<file path="src/rtl/pgx_pkg.sv">
package pgx_pkg;
    typedef enum logic [1:0] {
        ST_IDLE   = 2'd0,
        ST_HIT    = 2'd1,
        ST_PFAULT = 2'd2,
        ST_PROT   = 2'd3
    } pgx_state_e;
endpackage

</file>
<file path="src/rtl/pgx_table.sv">
module pgx_table #(
    parameter int VPN_W   = 4,
    parameter int FRAME_W = 3
) (
    input  logic               clk,
    input  logic               rst,
    input  logic [VPN_W-1:0]   look_idx,
    output logic [FRAME_W-1:0] look_frame,
    output logic               look_present,
    output logic               look_ro,
    input  logic               upd_en,
    input  logic [VPN_W-1:0]   upd_idx,
    input  logic               upd_write,
    input  logic               cfg_we,
    input  logic [VPN_W-1:0]   cfg_idx,
    input  logic [FRAME_W+3:0] cfg_wdata,
    input  logic               cfg_clr_ref,
    output logic [FRAME_W+3:0] cfg_rdata
);
    localparam int N_ENT = 1 << VPN_W;
    localparam int EW    = FRAME_W + 4;
    localparam int PRS_B = FRAME_W;
    localparam int RO_B  = FRAME_W + 1;
    localparam int MOD_B = FRAME_W + 2;
    localparam int REF_B = FRAME_W + 3;

    logic [EW-1:0] ent_w [N_ENT];

    for (genvar i = 0; i < N_ENT; i++) begin : g_ent
        localparam logic [VPN_W-1:0] IDX = VPN_W'(i);
        logic [EW-1:0] e_q;

        always_ff @(posedge clk) begin
            if (rst) begin
                e_q <= '0;
            end else if (cfg_we && cfg_idx == IDX) begin
                e_q <= cfg_wdata;
            end else begin
                if (cfg_clr_ref) e_q[REF_B] <= 1'b0;
                if (upd_en && upd_idx == IDX) begin
                    e_q[REF_B] <= 1'b1;
                    if (upd_write) e_q[MOD_B] <= 1'b1;
                end
            end
        end

        assign ent_w[i] = e_q;

        // a successful write leaves its entry marked modified
        a_r6_write_marks_mod: assert property (@(posedge clk) disable iff (rst)
            (upd_en && upd_write && upd_idx == IDX && !(cfg_we && cfg_idx == IDX))
            |=> e_q[MOD_B]);

        // a reference clear empties the bit unless the entry was hit or rewritten
        a_r8_clear_ref: assert property (@(posedge clk) disable iff (rst)
            (cfg_clr_ref && !(upd_en && upd_idx == IDX) && !(cfg_we && cfg_idx == IDX))
            |=> !e_q[REF_B]);
    end

    always_comb begin
        look_frame   = ent_w[look_idx][FRAME_W-1:0];
        look_present = ent_w[look_idx][PRS_B];
        look_ro      = ent_w[look_idx][RO_B];
        cfg_rdata    = ent_w[cfg_idx];
    end
endmodule

</file>
<file path="src/rtl/pgx_ctrl.sv">
module pgx_ctrl
    import pgx_pkg::*;
#(
    parameter int VA_W    = 16,
    parameter int OFF_W   = 12,
    parameter int FRAME_W = 3
) (
    input  logic                       clk,
    input  logic                       rst,
    input  logic                       req_valid,
    input  logic [VA_W-1:0]            req_vaddr,
    input  logic                       req_write,
    output logic [VA_W-OFF_W-1:0]      look_idx,
    input  logic [FRAME_W-1:0]         look_frame,
    input  logic                       look_present,
    input  logic                       look_ro,
    output logic                       upd_en,
    output logic [VA_W-OFF_W-1:0]      upd_idx,
    output logic                       upd_write,
    output logic                       rsp_valid,
    output logic                       rsp_ok,
    output logic [FRAME_W+OFF_W-1:0]   rsp_paddr,
    output logic                       rsp_page_fault,
    output logic                       rsp_prot_fault,
    output logic [VA_W-OFF_W-1:0]      rsp_fault_vpn
);
    localparam int VPN_W = VA_W - OFF_W;
    localparam int PA_W  = FRAME_W + OFF_W;

    pgx_state_e        state_q, state_d;
    logic [VPN_W-1:0]  vpn;
    logic [PA_W-1:0]   paddr_q;
    logic [VPN_W-1:0]  vpn_q;

    assign vpn      = req_vaddr[VA_W-1:OFF_W];
    assign look_idx = vpn;

    // classification of the request into the next state
    always_comb begin
        if (!req_valid)                state_d = ST_IDLE;
        else if (!look_present)        state_d = ST_PFAULT;
        else if (req_write && look_ro) state_d = ST_PROT;
        else                           state_d = ST_HIT;
        upd_en    = (state_d == ST_HIT);
        upd_idx   = vpn;
        upd_write = req_write;
    end

    // state register
    always_ff @(posedge clk) begin
        if (rst) state_q <= ST_IDLE;
        else     state_q <= state_d;
    end

    // captured request data
    always_ff @(posedge clk) begin
        if (rst) begin
            paddr_q <= '0;
            vpn_q   <= '0;
        end else if (req_valid) begin
            paddr_q <= {look_frame, req_vaddr[OFF_W-1:0]};
            vpn_q   <= vpn;
        end
    end

    // outputs decoded from the state
    always_comb begin
        rsp_valid      = 1'b0;
        rsp_ok         = 1'b0;
        rsp_paddr      = '0;
        rsp_page_fault = 1'b0;
        rsp_prot_fault = 1'b0;
        rsp_fault_vpn  = '0;
        unique case (state_q)
            ST_IDLE: ;
            ST_HIT: begin
                rsp_valid = 1'b1;
                rsp_ok    = 1'b1;
                rsp_paddr = paddr_q;
            end
            ST_PFAULT: begin
                rsp_valid      = 1'b1;
                rsp_page_fault = 1'b1;
                rsp_fault_vpn  = vpn_q;
            end
            ST_PROT: begin
                rsp_valid      = 1'b1;
                rsp_prot_fault = 1'b1;
            end
        endcase
    end

    // a protection fault only answers a write request
    a_r5_prot_on_write: assert property (@(posedge clk) disable iff (rst)
        rsp_prot_fault |-> $past(req_write));
endmodule

</file>
<file path="src/rtl/page_xlate.sv">
module page_xlate #(
    parameter int VA_W    = 16,
    parameter int OFF_W   = 12,
    parameter int FRAME_W = 3
) (
    input  logic                      clk,
    input  logic                      rst,
    input  logic                      req_valid,
    input  logic [VA_W-1:0]           req_vaddr,
    input  logic                      req_write,
    input  logic                      cfg_we,
    input  logic [VA_W-OFF_W-1:0]     cfg_idx,
    input  logic [FRAME_W+3:0]        cfg_wdata,
    input  logic                      cfg_clr_ref,
    output logic [FRAME_W+3:0]        cfg_rdata,
    output logic                      rsp_valid,
    output logic                      rsp_ok,
    output logic [FRAME_W+OFF_W-1:0]  rsp_paddr,
    output logic                      rsp_page_fault,
    output logic                      rsp_prot_fault,
    output logic [VA_W-OFF_W-1:0]     rsp_fault_vpn
);
    localparam int VPN_W = VA_W - OFF_W;

    logic [VPN_W-1:0]   look_idx;
    logic [FRAME_W-1:0] look_frame;
    logic               look_present;
    logic               look_ro;
    logic               upd_en;
    logic [VPN_W-1:0]   upd_idx;
    logic               upd_write;

    pgx_table #(.VPN_W(VPN_W), .FRAME_W(FRAME_W)) u_table (
        .clk          (clk),
        .rst          (rst),
        .look_idx     (look_idx),
        .look_frame   (look_frame),
        .look_present (look_present),
        .look_ro      (look_ro),
        .upd_en       (upd_en),
        .upd_idx      (upd_idx),
        .upd_write    (upd_write),
        .cfg_we       (cfg_we),
        .cfg_idx      (cfg_idx),
        .cfg_wdata    (cfg_wdata),
        .cfg_clr_ref  (cfg_clr_ref),
        .cfg_rdata    (cfg_rdata)
    );

    pgx_ctrl #(.VA_W(VA_W), .OFF_W(OFF_W), .FRAME_W(FRAME_W)) u_ctrl (
        .clk            (clk),
        .rst            (rst),
        .req_valid      (req_valid),
        .req_vaddr      (req_vaddr),
        .req_write      (req_write),
        .look_idx       (look_idx),
        .look_frame     (look_frame),
        .look_present   (look_present),
        .look_ro        (look_ro),
        .upd_en         (upd_en),
        .upd_idx        (upd_idx),
        .upd_write      (upd_write),
        .rsp_valid      (rsp_valid),
        .rsp_ok         (rsp_ok),
        .rsp_paddr      (rsp_paddr),
        .rsp_page_fault (rsp_page_fault),
        .rsp_prot_fault (rsp_prot_fault),
        .rsp_fault_vpn  (rsp_fault_vpn)
    );

    // a response appears exactly one cycle after each request
    a_r1_resp_follows_req: assert property (@(posedge clk) disable iff (rst)
        !$past(rst) |-> (rsp_valid == $past(req_valid)));

    // a hit keeps the offset of the request
    a_r2_offset_kept: assert property (@(posedge clk) disable iff (rst)
        rsp_ok |-> (rsp_paddr[OFF_W-1:0] == $past(req_vaddr[OFF_W-1:0])));

    // a page fault names the page of the request
    a_r3_fault_vpn: assert property (@(posedge clk) disable iff (rst)
        rsp_page_fault |-> (rsp_fault_vpn == $past(req_vaddr[VA_W-1:OFF_W])));
endmodule

</file>
<file path="config.mk">
export PLATFORM = sky130hd
export DESIGN_NAME = page_xlate
export DESIGN_NICKNAME = d
export VERILOG_FILES = /design/src/rtl/pgx_pkg.sv /design/src/rtl/pgx_table.sv /design/src/rtl/pgx_ctrl.sv /design/src/rtl/page_xlate.sv
export SDC_FILE = /design/constraint.sdc
export NUM_CORES = 1
export LEC_CHECK = 0
export BUFFER_PORTS_ARGS = -buffer_cell sky130_fd_sc_hd__buf_2
export CAP_MARGIN = 10
export CORE_ASPECT_RATIO = 1.75
export CORE_MARGIN = 2
export CORE_UTILIZATION = 55
export DETAILED_ROUTE_END_ITERATION = 12
export PLACE_DENSITY = 0.75
export SYNTH_ARGS = -nofsm -noshare
export SYNTH_HDL_FRONTEND = slang
export SYNTH_SLANG_ARGS = --single-unit
</file>
<file path="constraint.sdc">
create_clock -name clk -period 3.2 [get_ports clk]
set_input_delay 0.32 -clock clk [delete_from_list [all_inputs] [get_ports clk]]
set_output_delay 0.32 -clock clk [all_outputs]
set_load 0.02 [all_outputs]
</file>
==> results of run 1 <==
-- final timing paths --
path                                                  to  depth (start not counted)                startpoint  slack [ns]
worst max-delay path                        cfg_rdata[1]                          5                cfg_idx[0]        0.74
worst min-delay path                   u_ctrl.paddr_q[3]                          3              req_vaddr[3]        0.13
worst max register to register  u_table.g_ent[14].e_q[5]                          6   u_table.g_ent[1].e_q[3]        0.98
worst min register to register  u_table.g_ent[10].e_q[0]                          2  u_table.g_ent[10].e_q[0]        0.47
-- registers in the layout (all words and copies together), names as in the netlist --
| signal | flops |
|---|---|
| u_ctrl.paddr_q | 15 |
| u_ctrl.state_q | 2 |
| u_ctrl.vpn_q | 4 |
| u_table.g_ent.e_q | 112 |
-- power by group through the flow --
stage / Sequential [mW] / Clock [mW] / Combinational, mW
5_1_grt: 1.71 / 2.01 / 0.376
3_5_place_dp: 1.75 / 0 / 0.347
4_1_cts: 1.71 / 1.93 / 0.349
6_report: 1.71 / 1.94 / 0.358
3_3_place_gp: 1.74 / 0 / 0.338
2_1_floorplan: 1.74 / 0 / 0.248
-- Yosys cell counts, types with 3 or more instances --
cell and number:
or3_1 7, buf_6 4, clkbuf_1 32, a211oi_1 5, and3_1 10, a21oi_1 93, nor2_1 70, nor2_2 5
a22oi_1 3, nand2_1 158, and3b_1 3, nand3_1 13, nand4_1 24, a221oi_1 16, o22ai_1 6, mux4_1 14
buf_4 4, nor3_1 4, a21o_1 5, inv_1 4, mux4_2 40, and2_1 22, buf_1 7, o21ai_0 10
dfxtp_1 133, mux2i_1 36, nand2b_1 5, buf_2 12, nor2b_1 9
-- worst reg2reg max path, stage by stage, from the launching register on --
cell and delay, ns:
dfxtp_1 0.36, mux4_1 0.52, a22oi_1 0.33, nand3_2 0.36
buf_4 0.31, nand4_1 0.08, a221oi_1 0.07
-- logic make-up after synthesis --
group / after synthesis
AO/OA/AOI/OAI: 142
buffers and inverters: 64
flip-flops: 133
multiplexers: 90
AND/OR/NAND/NOR: 340
-- area by class of cell --
cell class                      instances  area (um^2)
Clock buffer                           20          457
Clock inverter                         11          128
Fill cell                            1042         4460
Inverter                                4         15.0
Multi-Input combinational cell        572         4010
Sequential cell                       133         2660
Tap cell                              168          210
Timing Repair Buffer                   83          483
-- through the flow --
| stage | utilization | cell area (um^2) |
|---|---|---|
| floorplan | - | 6990 |
| global placement | 0.594 | 7380 |
| detailed placement | 0.594 | 7380 |
| CTS | 0.641 | 7970 |
| global route | 0.641 | 7970 |
| finish | 0.641 | 7970 |
-- layer usage --
layer | global-route usage | part of all wire | up-vias
li1 | - | - | 2857
met1 | 0.371 | 0.33 | 3160
met5 | 0 | 0 | -
met2 | 0.534 | 0.49 | 487
met4 | 0.233 | 0.086 | 0
met3 | 0.0756 | 0.092 | 131
-- layout by cell type (no fill, tap or decap), types with 10 or more instances in the layout --
cell / n
a21oi_1: 93
a221oi_1: 16
and2_1: 22
and3_1: 10
buf_2: 61
buf_4: 21
clkbuf_16: 17
dfxtp_1: 133
mux2i_1: 36
mux4_1: 14
mux4_2: 40
nand2_1: 158
nand3_1: 13
nand4_1: 24
nor2_1: 70
o21ai_0: 10
==> run_results.csv, run 1 <==
group,metric,value,unit
outcome,status,"finished clean",
timing,setup_tns,0,ns
worst_setup_path,cp_top_family,"multiplexers",
timing,setup_violations,0,
global_routing,grt_max_degree,98,
cts,post_cts_buffers,0,
yosys,ys.flop_type,"dfxtp_1",
placement,dp_slack,0.433,ns
cts,clk-insertion-delay-late,0.42,ns
power_and_ir_drop,internal-power,3.00,mW
power_and_ir_drop,swShare,0.252,
yosys,synthCells,769,
worst_setup_path,crit_type,"input pin to primary output",
timing,drv_slew,0,
power_and_ir_drop,p_per_area,503,nW/um^2
routing,detail_route.wl_per_cell,22.6,um
yosys,synth_mux_area_frac,0.233,
die,rows,54,
placement,gp_congestion,0.991,
power_and_ir_drop,pwr-share-seq,0.427,
yosys,synth_nets,802,
yosys,ys_async_sr_fraction,0,
worst_setup_path,worst-path-max-fanout,34,
hold_path,min_path_type,"input pin to flip-flop",
yosys,synth_area,6990,um^2
layout,nets,844,
cts,cts_buffer_depth,2,
global_routing,overflow,0,
routing,first_pass_iters,6,
cts,cts_inserted_buffers,17,
cts,cts_sinks,133,
worst_setup_path,cp.required,2.88,ns
cts,hold_buffers,0,
global_routing,grtUsageTotal,0.330,
timing,relSlewSlack,0.312,
worst_setup_path,cp-start-kind,"input pin",
yosys,synth_compound_area_frac,0.117,
yosys,synth-seq-cells,133,
worst_setup_path,cp.arrival,2.14,ns
yosys,synth_top_area_frac,0.381,
cts,cts-resized-gates,0,
timing,hold_slack,0.134,ns
layout,fin_cells,991,
flow_run,maxCapViolations,0,
die,coreArea,12400,um^2
cts,cts_root_buffer,"clkbuf_16",
global_routing,grt_pass1_vias,6223,
worst_setup_path,cp_slowest_cell,"mux4_2",
timing,rsz0062_at_grt,"no",
yosys,synth_top_family_by_area,"multiplexers",
placement,dp_cells,960,
yosys,synthXorXnorAreaFrac,0,
yosys,ys_warn_count,0,
yosys,avgSynthCellArea,9.09,um^2
die,fp.dieH,153,um
placement,io_buffers,62,
layout,antenna-diode-count,0,
timing,skew,0.00788,ns
worst_setup_path,max_stage_delay,0.59,ns
yosys,synth-simple-area-share,0.224,
timing,period_needed,2.46,ns
power_and_ir_drop,combPwrFrac,0.089,
yosys,synthTopCellsByArea,"dfxtp_1 (38%), mux4_2 (13%), nand2_1 (8.5%)",
power_and_ir_drop,max-vdd-ir-drop,0.432,mV
yosys,ys_seq_area_frac,0.381,
power_and_ir_drop,p_leak,3.00,nW
worst_setup_path,cp-end-kind,"primary output",
routing,route.detailed.drc,0,
cts,clk_pin_slew,0.06,ns
timing,finalHoldViolations,0,
worst_setup_path,path_buf_inv,3,
global_routing,grt_pass1_wl,33600,um
power_and_ir_drop,finalPower,4.01,mW
cts,cts_tree,"built",
yosys,synth_edf_count,0,
routing,drtIter0Drc,801,
routing,drt-vias-per-instance,6.70,
power_and_ir_drop,power_frac_clock,0.484,
timing,worst_slack,0.736,ns
timing,timing.fmax,406,MHz
yosys,synth_area_leader_cell,"dfxtp_1",
die,die_w,89.2,um
power_and_ir_drop,power_switching,1.01,mW
worst_setup_path,path_cells,"buf_2 > buf_12 > mux4_2 > mux4_2 > buf_2",
cts,h-tree-depth,4,
die,dieArea,13700,um^2
timing,fin_crit_sh,0.770,
routing,detail-route-antenna-nets,0,
layout,syn_to_final_growth,14.0,%
timing,tightest_slew,1.03,ns
yosys,synthDistinctLibCells,41,
die,start_util,0.563,
die,ios,63,
yosys,synthAdderAreaFrac,0,
routing,vias,6635,
layout,layout-drive-gt1-share,0.199,
global_routing,grt_antenna_before_repair,0,
placement,dpl.hpwl,15500,um
routing,drt_wl_total,22400,um
(Power assumes the default switching activity.)
==> inputs of run 2 (changes only) <==
- clock period: 3.2 -> 2.6 ns (I/O delays scaled with it)
==> run 2 against run 1 <==
Effect of this change: via count fell by 1.4%; clock power rose by 29%; register-to-register slack got worse by 0.29 ns; sequential share of layout area fell by 0.64 points; critical endpoint is now cfg_rdata[0]; critical path type is now flip-flop to primary output; final cell count rose by 1.6%.
==> run_results.csv, run 2 (same netlist as run 1, synthesis figures left out) <==
group,metric,value,unit
timing,tightest_slew,0.995,ns
die,fp.dieH,153,um
routing,detail_route.wl_per_cell,22.7,um
routing,drt_wl_total,22800,um
global_routing,grt_antenna_before_repair,0,
layout,final_cell_mix,"nand2_1 (158), dfxtp_1 (133), a21oi_1 (93)",
timing,timing.fmax,456,MHz
layout,antenna-diode-count,0,
layout,fillers,1032,
die,coreArea,12400,um^2
global_routing,grt_pass1_wl,34600,um
hold_path,min_path_type,"input pin to flip-flop",
worst_setup_path,worst-path-max-fanout,3,
cts,cts_buffer_depth,2,
routing,drtIter0Drc,689,
placement,gp_congestion,0.943,
global_routing,grt_max_degree,91,
worst_setup_path,cp-start-kind,"flip-flop",
timing,worst_slack,0.405,ns
timing,rsz0062_at_grt,"no",
cts,cts_tree,"built",
routing,first_pass_iters,5,
flow_run,maxCapViolations,0,
worst_setup_path,cp.required,2.34,ns
worst_setup_path,crit_type,"flip-flop to primary output",
die,ios,63,
routing,drt-vias-per-instance,6.50,
power_and_ir_drop,finalPower,5.06,mW
timing,relSlewSlack,0.337,
layout,reg.largest.list,"u_table.g_ent.e_q x112, u_ctrl.paddr_q x15, u_ctrl.vpn_q x4",
worst_setup_path,cp.arrival,1.94,ns
outcome,status,"finished clean",
cts,clk-insertion-delay-late,0.42,ns
layout,largest_reg_flops,112,
placement,placed_area,7510,um^2
cts,cts_sinks,133,
layout,nets,859,
global_routing,grtUsageTotal,0.342,
placement,io_buffers,62,
placement,dpl.hpwl,16200,um
timing,fin_crit_sh,0.844,
power_and_ir_drop,p_per_area,623,nW/um^2
cts,cts_inserted_buffers,17,
layout,largest-register,"u_table.g_ent.e_q",
worst_setup_path,cp-end-kind,"primary output",
timing,drv_slew,0,
routing,vias,6545,
layout,syn_to_final_growth,16.2,%
die,start_util,0.563,
cts,cts_root_buffer,"clkbuf_16",
cts,h-tree-depth,4,
timing,finalHoldViolations,0,
timing,setup_violations,0,
placement,dp_slack,0.311,ns
global_routing,grt_pass1_vias,6465,
die,dieArea,13700,um^2
timing,hold_slack,0.0784,ns
layout,fin_area,8120,um^2
cts,cts-resized-gates,0,
timing,setup_tns,0,ns
routing,detail-route-antenna-nets,0,
global_routing,overflow,0,
layout,mostFrequentLayoutCell,"nand2_1",
cts,clk_pin_slew,0.06,ns
cts,hold_buffers,0,
routing,route.detailed.drc,0,
die,rows,54,
die,die_w,89.2,um
worst_setup_path,rrSetupSlack,0.69,ns
layout,layout-drive-gt1-share,0.216,
timing,period_needed,2.20,ns
power_and_ir_drop,p_leak,3.10,nW
cts,post_cts_buffers,0,
power_and_ir_drop,max-vdd-ir-drop,0.415,mV
timing,skew,0.00739,ns
run 2: changes by cell type in the layout (fill, tap and decap cells not counted):
cell,change
inv_6,+3
clkinv_4,-1
clkbuf_1,-1
buf_12,+1
clkbuf_8,-1
bufinv_16,+1
buf_4,+14
run 2: metal layers:
metal	part of all wire	track usage	up-vias
li1	-	-	2893
met1	0.33	0.363	3056
met2	0.50	0.572	453
met3	0.076	0.0659	143
met4	0.089	0.257	0
met5	0	0	-
run 2: cell type report:
type	instances	area [um^2]	area share
Clock buffer	18	439	0.0541
Clock inverter	14	175	0.0216
Inverter	4	15.0	0.00185
Multi-Input combinational cell	572	4010	0.494
Sequential cell	133	2660	0.328
Tap cell	168	210	0.0259
Timing Repair Buffer	98	608	0.0748
run 2: final timing paths:
kind | start | endpoint | cells after the start
setup / recovery | u_table.g_ent[7].e_q[0] | cfg_rdata[0] | 3
hold / removal | req_vaddr[11] | u_ctrl.paddr_q[11] | 3
setup reg to reg | u_table.g_ent[5].e_q[3] | u_table.g_ent[10].e_q[6] | 6
hold reg to reg | u_table.g_ent[2].e_q[2] | u_table.g_ent[2].e_q[2] | 2
run 2: power by group:
group          switching, mW  total (mW)  leakage [nW]  internal (mW)
clock network          0.956        2.50         0.294           1.54
logic                  0.292       0.455          1.73          0.163
registers             0.0273        2.11          1.08           2.08
run 2: stage by stage:
| stage | cells | utilization |
|---|---|---|
| after floorplan | 769 | - |
| after global placement | 975 | 0.604 |
| after detailed placement | 975 | 0.604 |
| after CTS | 1007 | 0.653 |
| after global routing | 1007 | 0.653 |
| final | 1007 | 0.653 |
run 2: worst max-delay path: stages (launching register included):
cell	delay, ns
dfxtp_1	0.33
mux4_2	0.55
mux4_2	0.46
buf_2	0.17
